[src/rtl/bwg_pkg.sv]
package bwg_pkg;
  typedef enum logic [1:0] {
    ST_BOOT  = 2'd0,
    ST_SLEEP = 2'd1,
    ST_WAKE  = 2'd2,
    ST_READY = 2'd3
  } bwg_state_e;
endpackage

[src/rtl/bwg_tick_timer.sv]
module bwg_tick_timer #(
  parameter int unsigned CNT_W = 8
) (
  input  logic             clk_i,
  input  logic             rst_ni,
  input  logic             clr_i,
  input  logic             tick_i,
  input  logic [CNT_W-1:0] limit_i,
  output logic             done_o
);
  logic [CNT_W-1:0] cnt_q;

  // done on the tick that completes the interval
  assign done_o = tick_i && !clr_i && (cnt_q >= limit_i - CNT_W'(1));

  always_ff @(posedge clk_i or negedge rst_ni) begin
    if (!rst_ni) begin
      cnt_q <= '0;
    end else if (clr_i || done_o) begin
      cnt_q <= '0;
    end else if (tick_i && (cnt_q != '1)) begin
      cnt_q <= cnt_q + CNT_W'(1);
    end
  end
endmodule

[src/rtl/bwg_line_gate.sv]
module bwg_line_gate #(
  parameter int unsigned LINES = 2
) (
  input  logic             open_i,
  input  logic [LINES-1:0] line_i,
  output logic [LINES-1:0] line_o
);
  for (genvar g = 0; g < LINES; g++) begin : g_line
    // closed line reads as released (idle high)
    assign line_o[g] = open_i ? line_i[g] : 1'b1;
  end
endmodule

[src/rtl/bus_wake_gate.sv]
module bus_wake_gate #(
  parameter int unsigned BOOT_TICKS    = 60,
  parameter int unsigned WAKE_TICKS    = 50,
  parameter int unsigned PENALTY_TICKS = 1000
) (
  input  logic clk_i,
  input  logic rst_ni,
  input  logic supply_ok_i,
  input  logic pdn_i,
  input  logic sec_delay_i,
  input  logic tick_i,
  input  logic scl_i,
  input  logic sda_i,
  output logic scl_o,
  output logic sda_o,
  output logic ready_o,
  output logic sleep_o
);
  import bwg_pkg::*;

  localparam int unsigned MaxTicks = BOOT_TICKS + PENALTY_TICKS;
  localparam int unsigned CntW     = $clog2(MaxTicks + 1);
  localparam logic [CntW-1:0] BootLim = CntW'(BOOT_TICKS);
  localparam logic [CntW-1:0] PenLim  = CntW'(MaxTicks);
  localparam logic [CntW-1:0] WakeLim = CntW'(WAKE_TICKS);

  bwg_state_e      state_q;
  logic            boot_done_q;
  logic            tmr_clr;
  logic            tmr_done;
  logic [CntW-1:0] tmr_limit;
  logic            gate_open;
  logic [1:0]      pad_lines;
  logic [1:0]      slv_lines;

  always_comb begin
    if (state_q == ST_WAKE)  tmr_limit = WakeLim;
    else if (sec_delay_i)    tmr_limit = PenLim;
    else                     tmr_limit = BootLim;
  end

  assign tmr_clr = !supply_ok_i || pdn_i ||
                   (state_q == ST_SLEEP) || (state_q == ST_READY);

  bwg_tick_timer #(.CNT_W(CntW)) i_timer (
    .clk_i   (clk_i),
    .rst_ni  (rst_ni),
    .clr_i   (tmr_clr),
    .tick_i  (tick_i),
    .limit_i (tmr_limit),
    .done_o  (tmr_done)
  );

  always_ff @(posedge clk_i or negedge rst_ni) begin
    if (!rst_ni) begin
      state_q     <= ST_BOOT;
      boot_done_q <= 1'b0;
    end else if (!supply_ok_i) begin
      state_q     <= ST_BOOT;
      boot_done_q <= 1'b0;
    end else begin
      unique case (state_q)
        ST_SLEEP: begin
          if (!pdn_i) state_q <= boot_done_q ? ST_WAKE : ST_BOOT;
        end
        ST_READY: begin
          if (pdn_i) state_q <= ST_SLEEP;
        end
        default: begin
          if (pdn_i) begin
            state_q <= ST_SLEEP;
          end else if (tmr_done) begin
            state_q <= ST_READY;
            if (state_q == ST_BOOT) boot_done_q <= 1'b1;
          end
        end
      endcase
    end
  end

  assign gate_open = (state_q == ST_READY) && !pdn_i;
  assign ready_o   = gate_open;
  assign sleep_o   = pdn_i || (state_q == ST_SLEEP);

  assign pad_lines = {scl_i, sda_i};

  bwg_line_gate #(.LINES(2)) i_gate (
    .open_i (gate_open),
    .line_i (pad_lines),
    .line_o (slv_lines)
  );

  assign scl_o = slv_lines[1];
  assign sda_o = slv_lines[0];
endmodule

[config.mk]
export PLATFORM = sky130hd
export DESIGN_NAME = bus_wake_gate
export DESIGN_NICKNAME = d
export VERILOG_FILES = /design/src/rtl/bwg_pkg.sv /design/src/rtl/bwg_tick_timer.sv /design/src/rtl/bwg_line_gate.sv /design/src/rtl/bus_wake_gate.sv
export SDC_FILE = /design/constraint.sdc
export NUM_CORES = 1
export LEC_CHECK = 0
export BUFFER_PORTS_ARGS = -buffer_cell sky130_fd_sc_hd__buf_2
export CAP_MARGIN = 10
export CORE_AREA = 4 4 55 57
export DETAILED_ROUTE_END_ITERATION = 7
export DIE_AREA = 0 0 59 61
export PLACE_DENSITY = 0.72
export SETUP_SLACK_MARGIN = 0.4
export SYNTH_ARGS = -nofsm -noshare
export SYNTH_HDL_FRONTEND = slang
export SYNTH_HIERARCHICAL = 1
export SYNTH_SLANG_ARGS = --single-unit
[constraint.sdc]
create_clock -name clk_i -period 3 [get_ports clk_i]
set_clock_uncertainty 0.15 [all_clocks]
set_input_delay 0.6 -clock clk_i [delete_from_list [all_inputs] [get_ports clk_i]]
set_output_delay 0.6 -clock clk_i [all_outputs]
set_load 0.02 [all_outputs]
==> results.json <==
{
  "cts_max_level": 1,
  "timing.max_cap.violations": 0,
  "grt_pass1_vias": 1198,
  "fmax_mhz": 352,
  "ys_seq_area_share_pct": 27.4,
  "critPathCaptureType": "flip-flop",
  "ios": 12,
  "die_h_um": 61,
  "async_flop_share_pct": 100,
  "power_leakage_nw": 0.693,
  "relSlewSlack_pct": 52.5,
  "drtPass1Iterations": 5,
  "diodes": 0,
  "post-route-min-period_ns": 2.84,
  "tritoncts": "yes",
  "slowest_delay_ns": 0.38,
  "netlist_instances": 146,
  "wl_per_cell_um": 13.1,
  "startpoint_type": "flip-flop",
  "rows": 18,
  "drv_slew": 0,
  "clk_pin_slew_ns": 0.08,
  "vdd_drop_max_mv": 0.239,
  "synth_cell_types": 46,
  "slowest_stage": "dfrtp_1",
  "yosys_warnings": 6,
  "clk_latency_ns": 0.28,
  "setup_viol": 0,
  "viasPerCell": 5.36,
  "crit_start": "state_q[0]$_DFFE_PN0P_",
  "worstSetupPathType": "reg -> reg",
  "synth-xor-area-share_pct": 9.59,
  "area_growth_pct": 25.4,
  "grt_max_degree": 19,
  "hp-class": "in -> async",
  "syn_avg_cell_area_sq_um": 8.76,
  "r2r-end": "boot_done_q$_DFFE_PN0P_",
  "vias": 1141,
  "hold-worst-slack_ns": 0.0518,
  "drc": 0,
  "synth_top_flop_cell": "dfrtp_1",
  "path_common_cell": "nor2_4",
  "core_area_sq_um": 2480,
  "powerDensity_nw_per_um2": 222,
  "drt-total-wl_mm": 2.80,
  "synth-adder-area-share_pct": 12.7,
  "status": "finished, final reports clean",
  "period_share_pct": 94.6,
  "synth_compound_area_share_pct": 18.4,
  "cts_buffer_depth": 2,
  "ys_seq_elements": 14,
  "port_buffers": 11,
  "drive_above_1_share_pct": 26.8,
  "ant_nets": 0,
  "utilization_pct": 64.7,
  "cp_data_required_time_ns": 3.03,
  "synth_top_family_by_area": "simple AND/OR/NAND/NOR gates",
  "final.setup.tns_ns": 0,
  "tightest_slew_ns": 0.703,
  "hold_viol_final": 0,
  "synth_edf_count": 0,
  "die_w_um": 59,
  "critical_path_peak_fanout": 4,
  "gp_congestion": 0.771,
  "reg2reg_slack_ns": 0.16,
  "crit_chain": "nand2b_4, inv_6, nor2_4, buf_4, nor2_4, nand2_2, xnor2_2, ha_1, and3_4, a221oi_2, o31a_1, o21ai_2, nor3b_2, nor4b_2, o21a_1",
  "worst-endpoint-arrival_ns": 2.87,
  "yosys.area_share.simple_pct": 25.4,
  "muxShareOfSynthArea_pct": 0.783,
  "grt_setup_unrepaired": "yes",
  "cts_buffers": 3,
  "cts_root_buffer": "clkbuf_4",
  "p_total_mw": 0.356,
  "reg2reg_depth": 15,
  "dp_hpwl_mm": 2.21,
  "grt_usage_pct": 18.9,
  "grt_overflow_total": 0,
  "dieArea_sq_um": 3600,
  "grt_pass1_wl_mm": 5.15,
  "drtIter0Drc": 43,
  "worstReg2RegStart": "state_q[0]$_DFFE_PN0P_",
  "nNetsFinal": 206,
  "syn_area_sq_um": 1280,
  "antenna_found_initial": 0,
  "cts_sinks": 14,
  "initial_core_util_pct": 51.6
}
## final cells by class
cell class              instances  area, sq um
flip-flops and latches         14          350
repair buffers                 22          141
fillers                       230          873
well taps                      30         37.5
multi-input cells             134         1010
inverters                      10         42.5
clock buffers                   3         22.5
## cells in the final DEF (no fill, tap or decap), types with 6 or more instances in the layout
| cell | synthesis | layout |
|---|---|---|
| dfrtp_1 | 14 | 14 |
| nand3_1 | 7 | 7 |
| nand2_1 | 13 | 12 |
| xor2_1 | 6 | 6 |
| ha_1 | 13 | 12 |
| nor2_1 | 12 | 10 |
| buf_2 | 1 | 11 |
| xnor2_1 | 8 | 7 |
| inv_1 | 10 | 8 |
| buf_4 | 0 | 10 |
| a211oi_1 | 9 | 8 |
| conb_1 | 2 | 19 |
## where the power goes
group	internal [mW]	total [mW]	switching, mW
combinational	0.0232	0.0602	0.0369
clock	0.0465	0.104	0.0579
sequential	0.190	0.191	0.00126
total	0.260	0.356	0.0961
## metal layers
layer	vias to the layer above	wire, um	GRT usage (%)
met4	0	19	6.47
met3	2	68	3.19
met5	-	0	0
met1	536	1300	23.8
met2	17	1410	32.6
li1	586	-	-
## cells in the mapped netlist (3+ instances only)
library cell,n,area share (%)
a211oi_1,9,5.3
a21oi_1,4,1.6
clkbuf_1,3,0.88
dfrtp_1,14,27
ha_1,13,13
inv_1,10,2.9
nand2_1,13,3.8
nand2b_1,3,1.5
nand3_1,7,2.7
nor2_1,12,3.5
o21ai_0,3,1.2
xnor2_1,8,5.5
xor2_1,6,4.1
## worst max-delay path: cells and delay by family, from the launching register on
family | cells | cell delay [ns]
buffers and inverters | 2 | 0.22
XOR/XNOR | 1 | 0.14
adder cells (fa/ha/maj) | 1 | 0.28
flip-flops | 1 | 0.38
AO/OA/AOI/OAI | 4 | 0.66
AND/OR/NAND/NOR | 7 | 0.89
## flip-flops by register name, summed over array words and instances, names as in the netlist
signal and count:
boot_done_q 1, state_q 2, i_timer/cnt_q 11
## repair_timing
action | 4_1_cts | 5_1_grt
cloned | 0 | 0
setup endpoints to repair | 14 | 14
resized for setup | 5 | 1
setup buffers | 4 | 1
pin swaps | 9 | 0
hold buffers | 0 | 0
endpoints found under the hold margin | 0 | 0
## cell families (layout without fill, tap and decap cells)
logic type / after synthesis / after routing
fa+ha+maj: 13 / 13
compound gates: 31 / 31
flops: 14 / 14
other cells: 2 / 19
xor+xnor: 14 / 14
buf+inv: 15 / 35
simple gates: 56 / 56
mux: 1 / 1
## through the flow
step	std cells	area, sq um	setup slack (ns)
after floorplan	163	1400	0.335
after global placement	205	1510	0.0160
after detailed placement	205	1510	-0.0693
after CTS	212	1590	0.170
after global routing	213	1600	0.000755
final	213	1600	0.162
## worst max path at each step
| stage | endpoint | slack (ns) |
|---|---|---|
| 6_report | boot_done_q$_DFFE_PN0P_ | 0.16 |
| 5_1_grt | boot_done_q$_DFFE_PN0P_ | 0.0008 |
| 4_1_cts | boot_done_q$_DFFE_PN0P_ | 0.17 |
| 3_5_place_dp | boot_done_q$_DFFE_PN0P_ | -0.07 |
| 3_3_place_gp | boot_done_q$_DFFE_PN0P_ | 0.02 |
| 2_1_floorplan | boot_done_q$_DFFE_PN0P_ | 0.34 |
(Power assumes the default switching activity.)
